$ cat src/rtl/xfn_pkg.sv
package xfn_pkg;

   typedef enum logic [3:0] {
      FN_CUR_RD  = 4'h0,
      FN_BASE_RD = 4'h2,
      FN_BASE_WR = 4'h3,
      FN_CNT_WR  = 4'h4,
      FN_CNT_RD  = 4'h5,
      FN_STAT_RD = 4'h6,
      FN_MODE_WR = 4'h7,
      FN_MASK    = 4'h9,
      FN_UNMASK  = 4'hA,
      FN_MCLR    = 4'hD,
      FN_IDLE    = 4'hF
   } fn_code_e;

   localparam int unsigned CH_MAX = 8;

   // number of execute-port bytes an operation moves
   function automatic logic [1:0] seq_len(input logic [3:0] c);
      case (c)
         FN_BASE_RD, FN_BASE_WR:           seq_len = 2'd3;
         FN_CUR_RD, FN_CNT_WR, FN_CNT_RD:  seq_len = 2'd2;
         FN_STAT_RD, FN_MODE_WR:           seq_len = 2'd1;
         default:                          seq_len = 2'd0;
      endcase
   endfunction

   // 1 when the host writes the bytes, 0 when it reads them
   function automatic logic seq_is_wr(input logic [3:0] c);
      case (c)
         FN_BASE_WR, FN_CNT_WR, FN_MODE_WR: seq_is_wr = 1'b1;
         default:                           seq_is_wr = 1'b0;
      endcase
   endfunction

endpackage

$ cat src/rtl/xfn_seq.sv
module xfn_seq
   import xfn_pkg::*;
#(
   parameter int unsigned NCH = 8
) (
   input  logic       clk,
   input  logic       rst_n,
   input  logic       fn_wr,
   input  logic       exe_wr,
   input  logic       exe_rd,
   input  logic [3:0] code_in,
   input  logic [2:0] chan_in,
   output logic [3:0] code,
   output logic [2:0] chan,
   output logic [1:0] idx,
   output logic       wr_ok,
   output logic       rd_ok,
   output logic       mask_set,
   output logic       mask_clr,
   output logic       mclr
);

   logic cur_ch_ok, new_ch_ok, in_seq, dir_wr;

   generate
      if (NCH == CH_MAX) begin : g_full
         assign cur_ch_ok = 1'b1;
         assign new_ch_ok = 1'b1;
      end else begin : g_part
         assign cur_ch_ok = (int'(chan)    < NCH);
         assign new_ch_ok = (int'(chan_in) < NCH);
      end
   endgenerate

   always_ff @(posedge clk or negedge rst_n) begin
      if (!rst_n) begin
         code <= FN_IDLE;
         chan <= '0;
         idx  <= '0;
      end else if (fn_wr) begin
         code <= code_in;
         chan <= chan_in;
         idx  <= '0;
      end else if (wr_ok || rd_ok) begin
         idx  <= idx + 2'd1;
      end
   end

   assign dir_wr = seq_is_wr(code);
   assign in_seq = cur_ch_ok && (idx < seq_len(code)) && !fn_wr;
   assign wr_ok  = exe_wr && in_seq && dir_wr;
   assign rd_ok  = exe_rd && in_seq && !dir_wr;

   assign mask_set = fn_wr && new_ch_ok && (code_in == FN_MASK);
   assign mask_clr = fn_wr && new_ch_ok && (code_in == FN_UNMASK);
   assign mclr     = fn_wr && (code_in == FN_MCLR);

endmodule

$ cat src/rtl/xfn_regs.sv
module xfn_regs
   import xfn_pkg::*;
#(
   parameter int unsigned NCH = 8,
   parameter int unsigned AW  = 16,
   parameter int unsigned CW  = 16,
   parameter int unsigned PW  = 8
) (
   input  logic             clk,
   input  logic             rst_n,
   input  logic [3:0]       code,
   input  logic [2:0]       chan,
   input  logic [1:0]       idx,
   input  logic             wr_ok,
   input  logic [7:0]       wdata,
   input  logic [2:0]       act_chan,
   input  logic             mask_set,
   input  logic             mask_clr,
   input  logic             mclr,
   input  logic [7:0]       stat_in,
   output logic [7:0]       rbyte,
   output logic [NCH-1:0]   chan_mask,
   output logic [NCH*8-1:0] chan_mode
);

   logic [15:0] base_w [CH_MAX];
   logic [15:0] cur_w  [CH_MAX];
   logic [15:0] cnt_w  [CH_MAX];
   logic [7:0]  page_w [CH_MAX];

   for (genvar i = 0; i < CH_MAX; i++) begin : g_ch
      if (i < NCH) begin : g_real
         logic [AW-1:0] base_q, cur_q;
         logic [CW-1:0] cnt_q;
         logic [PW-1:0] page_q;
         logic [7:0]    mode_q;
         logic          mask_q;
         logic          sel;

         assign sel = wr_ok && (chan == 3'(i));

         always_ff @(posedge clk or negedge rst_n) begin
            if (!rst_n) begin
               base_q <= '0; cur_q <= '0; cnt_q <= '0;
               page_q <= '0; mode_q <= '0; mask_q <= 1'b1;
            end else if (mclr) begin
               base_q <= '0; cur_q <= '0; cnt_q <= '0;
               page_q <= '0; mode_q <= '0; mask_q <= 1'b1;
            end else begin
               if (sel) begin
                  case (code)
                     FN_BASE_WR: begin
                        case (idx)
                           2'd0: begin
                              base_q[7:0] <= wdata;
                              cur_q[7:0]  <= wdata;
                           end
                           2'd1: begin
                              base_q <= AW'({wdata, base_q[7:0]});
                              cur_q  <= AW'({wdata, cur_q[7:0]});
                           end
                           default: page_q <= wdata[PW-1:0];
                        endcase
                     end
                     FN_CNT_WR: begin
                        if (idx == 2'd0) cnt_q[7:0] <= wdata;
                        else             cnt_q <= CW'({wdata, cnt_q[7:0]});
                     end
                     FN_MODE_WR: mode_q <= wdata;
                     default: ;
                  endcase
               end
               if (mask_set && act_chan == 3'(i)) mask_q <= 1'b1;
               if (mask_clr && act_chan == 3'(i)) mask_q <= 1'b0;
            end
         end

         assign base_w[i] = 16'(base_q);
         assign cur_w[i]  = 16'(cur_q);
         assign cnt_w[i]  = 16'(cnt_q);
         assign page_w[i] = 8'(page_q);
         assign chan_mask[i]     = mask_q;
         assign chan_mode[i*8+:8] = mode_q;
      end else begin : g_absent
         assign base_w[i] = '0;
         assign cur_w[i]  = '0;
         assign cnt_w[i]  = '0;
         assign page_w[i] = '0;
      end
   end

   always_comb begin
      rbyte = 8'hFF;
      case (code)
         FN_CUR_RD:  rbyte = idx[0] ? cur_w[chan][15:8] : cur_w[chan][7:0];
         FN_CNT_RD:  rbyte = idx[0] ? cnt_w[chan][15:8] : cnt_w[chan][7:0];
         FN_BASE_RD: begin
            case (idx)
               2'd0:    rbyte = base_w[chan][7:0];
               2'd1:    rbyte = base_w[chan][15:8];
               default: rbyte = page_w[chan];
            endcase
         end
         FN_STAT_RD: rbyte = stat_in;
         default: ;
      endcase
   end

endmodule

$ cat src/rtl/xfn_cmd_port.sv
module xfn_cmd_port
   import xfn_pkg::*;
#(
   parameter int unsigned NCH = 8,
   parameter int unsigned AW  = 16,
   parameter int unsigned CW  = 16,
   parameter int unsigned PW  = 8
) (
   input  logic             clk,
   input  logic             rst_n,
   input  logic             fn_wr,
   input  logic             exe_wr,
   input  logic             exe_rd,
   input  logic [7:0]       host_wdata,
   input  logic [7:0]       stat_in,
   output logic [7:0]       exe_rdata,
   output logic [NCH-1:0]   chan_mask,
   output logic [NCH*8-1:0] chan_mode
);

   initial begin
      if (NCH < 1 || NCH > CH_MAX) $error("NCH must be 1..8");
      if (AW < 9 || AW > 16)      $error("AW must be 9..16");
      if (CW < 9 || CW > 16)      $error("CW must be 9..16");
      if (PW < 1 || PW > 8)       $error("PW must be 1..8");
   end

   logic [3:0] fn_code;
   logic [2:0] fn_chan;
   logic [1:0] seq_idx;
   logic       wr_ok, rd_ok, mask_set, mask_clr, mclr;
   logic [7:0] rbyte;

   xfn_seq #(.NCH(NCH)) u_seq (
      .clk      (clk),
      .rst_n    (rst_n),
      .fn_wr    (fn_wr),
      .exe_wr   (exe_wr),
      .exe_rd   (exe_rd),
      .code_in  (host_wdata[7:4]),
      .chan_in  (host_wdata[2:0]),
      .code     (fn_code),
      .chan     (fn_chan),
      .idx      (seq_idx),
      .wr_ok    (wr_ok),
      .rd_ok    (rd_ok),
      .mask_set (mask_set),
      .mask_clr (mask_clr),
      .mclr     (mclr)
   );

   xfn_regs #(.NCH(NCH), .AW(AW), .CW(CW), .PW(PW)) u_regs (
      .clk       (clk),
      .rst_n     (rst_n),
      .code      (fn_code),
      .chan      (fn_chan),
      .idx       (seq_idx),
      .wr_ok     (wr_ok),
      .wdata     (host_wdata),
      .act_chan  (host_wdata[2:0]),
      .mask_set  (mask_set),
      .mask_clr  (mask_clr),
      .mclr      (mclr),
      .stat_in   (stat_in),
      .rbyte     (rbyte),
      .chan_mask (chan_mask),
      .chan_mode (chan_mode)
   );

   assign exe_rdata = rd_ok ? rbyte : 8'hFF;

endmodule

$ cat config.mk
export PLATFORM = sky130hd
export DESIGN_NAME = xfn_cmd_port
export DESIGN_NICKNAME = d
export VERILOG_FILES = /design/src/rtl/xfn_pkg.sv /design/src/rtl/xfn_seq.sv /design/src/rtl/xfn_regs.sv /design/src/rtl/xfn_cmd_port.sv
export SDC_FILE = /design/constraint.sdc
export NUM_CORES = 1
export LEC_CHECK = 0
export ABC_AREA = 1
export BUFFER_PORTS_ARGS = -buffer_cell sky130_fd_sc_hd__buf_2
export CORE_UTILIZATION = 60
export CTS_BUF_LIST = sky130_fd_sc_hd__clkbuf_16
export CTS_CLUSTER_DIAMETER = 60
export CTS_CLUSTER_SIZE = 8
export DETAILED_ROUTE_END_ITERATION = 7
export GPL_TIMING_DRIVEN = 0
export HOLD_SLACK_MARGIN = 0.03
export PLACE_DENSITY = 0.78
export SYNTH_ARGS = -nofsm -noshare
export SYNTH_HDL_FRONTEND = slang
export SYNTH_HIERARCHICAL = 1
export SYNTH_SLANG_ARGS = --single-unit
$ cat constraint.sdc
create_clock -name clk -period 3 [get_ports clk]
set_input_delay 0.6 -clock clk [delete_from_list [all_inputs] [get_ports clk]]
set_output_delay 0.6 -clock clk [all_outputs]
set_load 0.02 [all_outputs]
==> metrics, run 1 <==
core region area 30830 um2; Synth Net Count 2478; Synth Area in Simple Gates 26.75%; worst skew pair latency 0.60 ns; filler instances 2221; H-tree depth 2; vias in the first global route 17940; synth warn 6; crit-path cells nand3_2 > nand2_1 > inv_1 > ha_1 > nor2_2 > inv_1 > a21oi_2 > nand2_2 > inv_1 > buf_6 > nand2_2 > buf_6; die area 32380 um2; most frequent cells in the layout nand2_1 (881), dfrtp_1 (389), o21ai_0 (316); total grt overflow 0; CP endpoint exe_rdata[0]; most common cell after layout, fill and taps aside nand2_1; min Tclk post-route 3.360 ns; Post-Route Skew 0.02414 ns; Syn Inst Count 2456; CP max stage delay 0.61 ns; drt pass-1 iters 8; RSZ-0062 raised after global routing true; Initial DRC Count 2320; combinational family with the most area after synthesis simple AND/OR/NAND/NOR gates; sequential area share after synthesis 52.90%; critical path class register to output port; most used cell, CP inv_1; Crit Reg-Reg Startpoint u_seq/code[1]; first-pass GRT wire length 102800 um; Critical Path Start u_seq/code[1]; clock sinks 401; Worst Setup End Kind output port; number of antenna violations at the first check in global routing 0; Hold/Removal Path Class input pin to register; CTS root buffer clkbuf_16; CTS clk-pin slew, worst paths 0.05 ns; area grow syn2layout 23.69%; CTS max path bufs 3; CP Buf/Inv Count 5; Port Buffers 100; initial core utilization 61.62%; num ports 101; Max-slew headroom 22.50%; DRT Wirelength 68750 um; GRT Resource Usage Total 42.06%; largest net degree at the start of global routing 116; Yosys reg bits 401; failing checks DRC, setup timing; FF-to-FF setup slack -0.22 ns; delay-heaviest family, CP flip-flops; Power Dens Cells 603.5 nW/um2; maximum vdd drop 720.3 uV; final worst path period share 112.0%; setup violators final 318; remaining antenna violation count 0; # diodes 0; Register-to-Register Path Depth 16; Die Width 179.9 um; Tot Pwr 0.01418 W; dpl ws -0.8445 ns; P_leak 11.75 nW; CTS tree built; final net count 2690; final worst setup slack -0.3603 ns; TritonCTS Buffers 56; Cell variety after synth 33; DRC Markers 2; xor and xnor fraction of the mapped netlist area 0.04610%; vias 18720; Final Wtd Congestion 1.046; post-synthesis mux area share 0%; CP arrival 2.76 ns; Slew @ Worst Pin 1.163 ns; outcome finished with violations; CP Depth 12; area share of fa/ha/maj cells after synthesis 0.06586%; worst reg2reg endpoint u_regs/g_ch[1].g_real.cnt_q[14]; Synth Area in Compound Gates 12.75%; synthesized area 19000 um2; Final Hold Viols 0; Via density 6.076; f_max 297.6 MHz; slowest CP cell dfstp_2; Hold Startpoint host_wdata[4]; final slew viol count 0; Setup TNS -26.50 ns; top fanout value on the critical path 8; Req. time, crit path 2.40 ns; standard-cell rows 64; wire per inst 22.32 um; max-cap violation count 0; CP Launch Type register; Layout Utilization 76.22%; hpwl dp 44710 um; layout cells sized above 1 20.04%; Mean Syn Cell Area 7.735 um2; Die Y 179.9 um
[synthesized netlist by cell type, drive strengths merged]
cell    instances  area share, %
a21oi          92            2.5
a41o            5           0.26
buf            68            2.1
clkbuf         88            1.7
clkinv          1          0.020
dfrtp         389             51
dfstp          12            1.7
ha              1          0.066
inv           182            3.6
nand2         946             19
nand3         124            3.3
nand4           6           0.20
nor2          161            4.0
nor3            5           0.16
nor4            9           0.30
o21ai         365            9.8
o31ai           1           0.11
xor2            1          0.046
[routing by layer]
metal | up-vias | track usage [%] | wire length [um]
met5 | - | 0 | 0
met4 | 0 | 27.83 | 4912
met3 | 337 | 9.481 | 7951
met2 | 1285 | 64.48 | 30710
met1 | 8917 | 53.96 | 25170
li1 | 8176 | - | -
[through the flow]
stage          hold slack [ns]  instances  area (um2)
6_report                0.2366       3080       23500
5_1_grt                 0.2533       3080       23500
4_1_cts                 0.2193       3056       22860
3_5_place_dp            0.4601       2956       20110
3_3_place_gp            0.4549       2952       19990
2_1_floorplan           0.3044       2456       19000
[state kept, by name, indices dropped and copies added (netlist names)]
| register | count |
|---|---|
| u_regs/g_ch.g_real.base_q | 40 |
| u_regs/g_ch.g_real.cnt_q | 128 |
| u_regs/g_ch.g_real.cur_q | 88 |
| u_regs/g_ch.g_real.mask_q | 8 |
| u_regs/g_ch.g_real.mode_q | 64 |
| u_regs/g_ch.g_real.page_q | 64 |
| u_seq/chan | 3 |
| u_seq/code | 4 |
| u_seq/idx | 2 |
[how the worst min path moves through the flow]
stage / to / slack (ns) / cells after the start
6_report: u_seq/code[0] / 0.24 / 3
4_1_cts: u_seq/code[0] / 0.22 / 3
5_1_grt: u_seq/code[0] / 0.25 / 3
2_1_floorplan: u_regs/g_ch[0].g_real.base_q[0] / 0.30 / 0
3_3_place_gp: u_seq/chan[0] / 0.45 / 2
3_5_place_dp: u_seq/chan[1] / 0.46 / 2
[cell type report]
type / instances / area [um2] / area share, %
Sequential cell: 401 / 10050 / 42.77
Multi-Input combinational cell: 1716 / 8233 / 35.04
Clock inverter: 18 / 130.1 / 0.5538
Inverter: 183 / 718.2 / 3.056
Timing Repair Buffer: 155 / 1262 / 5.373
Tap cell: 396 / 495.5 / 2.109
Buffer: 155 / 1207 / 5.138
Clock buffer: 56 / 1401 / 5.964
[worst min-delay path, cell delays in order]
cell and delay [ns]:
buf_2 0.12, nand2_1 0.06, o21ai_1 0.05
[timing repair]
action,in CTS,in global routing
gates resized for setup,258,176
pin swaps,36,55
setup buffers,19,25
hold buffers,1,0
endpoints found under the hold margin,33,0
setup endpoints to repair,351,375
cloned,6,2
[power breakdown]
part	internal [W]	leakage [nW]	switching [W]
logic	0.000807	6.03	0.00167
clock network	0.00330	0.796	0.00232
registers	0.00586	4.92	0.000233
[logic make-up after synthesis]
group	Yosys count
AND/OR/NAND/NOR	1251
AO/OA/AOI/OAI	463
XOR/XNOR	1
adder cells (fa/ha/maj)	1
buffers and inverters	339
flip-flops	401
Note: power is estimated with default switching activity, not from simulation.
==> run 2: changes to the inputs <==
--- a/config.mk
+++ b/config.mk
@@ -15,6 +15,7 @@
 export GPL_TIMING_DRIVEN = 0
 export HOLD_SLACK_MARGIN = 0.03
 export PLACE_DENSITY = 0.78
+export SKIP_CTS_REPAIR_TIMING = 1
 export SYNTH_ARGS = -nofsm -noshare
 export SYNTH_HDL_FRONTEND = slang
 export SYNTH_HIERARCHICAL = 1
==> run 2 against run 1 <==
  * Setup slack gained 0.14 ns
  * First-iteration DRC count grew 3.8%
  * Critical path type unchanged
  * Power grew 0.13%
  * The flow still finishes with violations (DRC, setup timing)
  * Via count shrank 0.88%
  * Design area shrank 0.15%
  * Clock skew shrank 0.0031 ns
  * Global-route usage shrank 1.5 points
  * Sequential power is essentially flat
  * Hold slack gained 0.0017 ns
  * Non-clock buffer count shrank 11
  * Critical path depth grew 3
==> metrics, run 2 (synthesized netlist as in run 1, its figures left out) <==
# placed instances 2956; Power Dens Cells 605.2 nW/um2; GRT Resource Usage Total 40.54%; CP max stage delay 0.39 ns; top fanout value on the critical path 7; total grt overflow 0; Crit Reg-Reg Startpoint u_seq/code[1]; area grow syn2layout 23.50%; Tot Pwr 0.01420 W; critical path class register to output port; Comb pwr share 17.6%; initial core utilization 61.62%; largest net degree at the start of global routing 116; worst skew pair latency 0.60 ns; Die Y 179.9 um; P_sw 0.004214 W; number of flip-flops in the largest register 128; Initial DRC Count 2408; Slew @ Worst Pin 1.090 ns; Hold Startpoint host_wdata[4]; DRC Markers 4; f_max 310.7 MHz; most frequent cells in the layout nand2_1 (878), dfrtp_1 (389), o21ai_0 (311); switch share 29.68%; Cell Count, Final, Fillers Out 3070; num ports 101; dpl cell area 20110 um2; Final Hold Viols 0; core region area 30830 um2; vias in the first global route 17320; dpl ws -0.8445 ns; final slew viol count 0; Post-Route Skew 0.02106 ns; clock sinks 401; standard-cell rows 64; final worst path period share 107.3%; die area 32380 um2; Most flops, register u_regs/g_ch.g_real.cnt_q; Max-slew headroom 27.34%; Critical Path Start u_seq/chan[0]; CTS max path bufs 3; top flop regs u_regs/g_ch.g_real.cnt_q: 128 flops, u_regs/g_ch.g_real.cur_q: 88 flops; maximum vdd drop 719.5 uV; most common cell after layout, fill and taps aside nand2_1; outcome finished with violations; vias 18550; layout cells sized above 1 19.87%; Via density 6.042; Seq pwr share 42.9%; CTS clk-pin slew, worst paths 0.05 ns; worst hold slack 0.2383 ns; TritonCTS Buffers 56; DRT Wirelength 68280 um; CTS root buffer clkbuf_16; Port Buffers 100; max-cap violation count 0; Pint 0.009985 W; Hold/Removal Path Class input pin to register; hpwl dp 44710 um; RSZ-0062 raised after global routing true; remaining antenna violation count 0; H-tree depth 2; delay-heaviest family, CP simple AND/OR/NAND/NOR gates; Worst Setup End Kind output port; failing checks DRC, setup timing; min Tclk post-route 3.218 ns; clock share of power 39.5%; final net count 2679; setup violators final 28; CTS tree built; first-pass GRT wire length 99040 um; final worst setup slack -0.2181 ns; number of antenna violations at the first check in global routing 2; Die Width 179.9 um; wire per inst 22.24 um; CP arrival 2.62 ns; P_leak 11.73 nW; Final Wtd Congestion 1.046; drt pass-1 iters 8; crit-path cells buf_8 > clkinv_8 > buf_16 > buf_12 > nand2_1 > nand2_1 > nand2_1 > nand3_2 > nand3_2 > nand2_2 > nand2_2 > nand3_1 > inv_1 > nand2_2 > buf_6; slowest CP cell dfrtp_1; fin area 23460 um2; CP Buf/Inv Count 6; Req. time, crit path 2.40 ns; CP Launch Type register
## run 2: final cells by class
class / instances / area, um2
timing repair buffer: 143 / 1232
sequential: 401 / 10050
multi-input combinational: 1716 / 8270
clock inverter: 18 / 130.1
antenna: 1 / 2.502
tap: 396 / 495.5
buffer: 156 / 1167
inverter: 183 / 711.9
clock buffer: 56 / 1401
fill: 2272 / 7368
## run 2: final timing paths
path | to | slack, ns | depth (start not counted)
hold / removal | u_seq/code[0] | 0.24 | 3
max in group asynchronous | u_regs/g_ch[2].g_real.mask_q | 0.45 | 6
min in group asynchronous | u_regs/g_ch[0].g_real.cur_q[15] | 0.47 | 2
hold reg to reg | u_regs/g_ch[3].g_real.mode_q[7] | 0.48 | 2
setup / recovery | exe_rdata[0] | -0.22 | 15
setup reg to reg | u_regs/g_ch[4].g_real.cur_q[12] | -0.02 | 17
## run 2: power by group through the flow
stage | registers [W] | clock network, W | logic [W]
floorplan | 0.00619 | 0 | 0.00109
global placement | 0.00615 | 0 | 0.00192
detailed placement | 0.00616 | 0 | 0.00197
CTS | 0.00608 | 0.00566 | 0.00198
global route | 0.00612 | 0.00588 | 0.00266
finish | 0.00609 | 0.00561 | 0.00250
## run 2: layer usage
layer | vias to the layer above | global-route usage (%) | wire length, um
met2 | 1259 | 62.79 | 30650
li1 | 8169 | - | -
met5 | - | 0 | 0
met3 | 326 | 7.354 | 7640
met1 | 8796 | 53.23 | 25320
met4 | 0 | 25.41 | 4662
## run 2: metrics by stage
step	utilization, %	TNS [ns]
finish	76.10	-1.517
global route	76.09	-8.372
CTS	70.21	-95.84
detailed placement	65.24	-190.74
global placement	64.85	-2667.58
floorplan	-	0
## run 2: worst min-delay path: cells and delay by family
family / cells / cell delay [ns]
buffers and inverters: 1 / 0.12
and+or+nand+nor: 1 / 0.06
AOI/OAI and AO/OA: 1 / 0.05
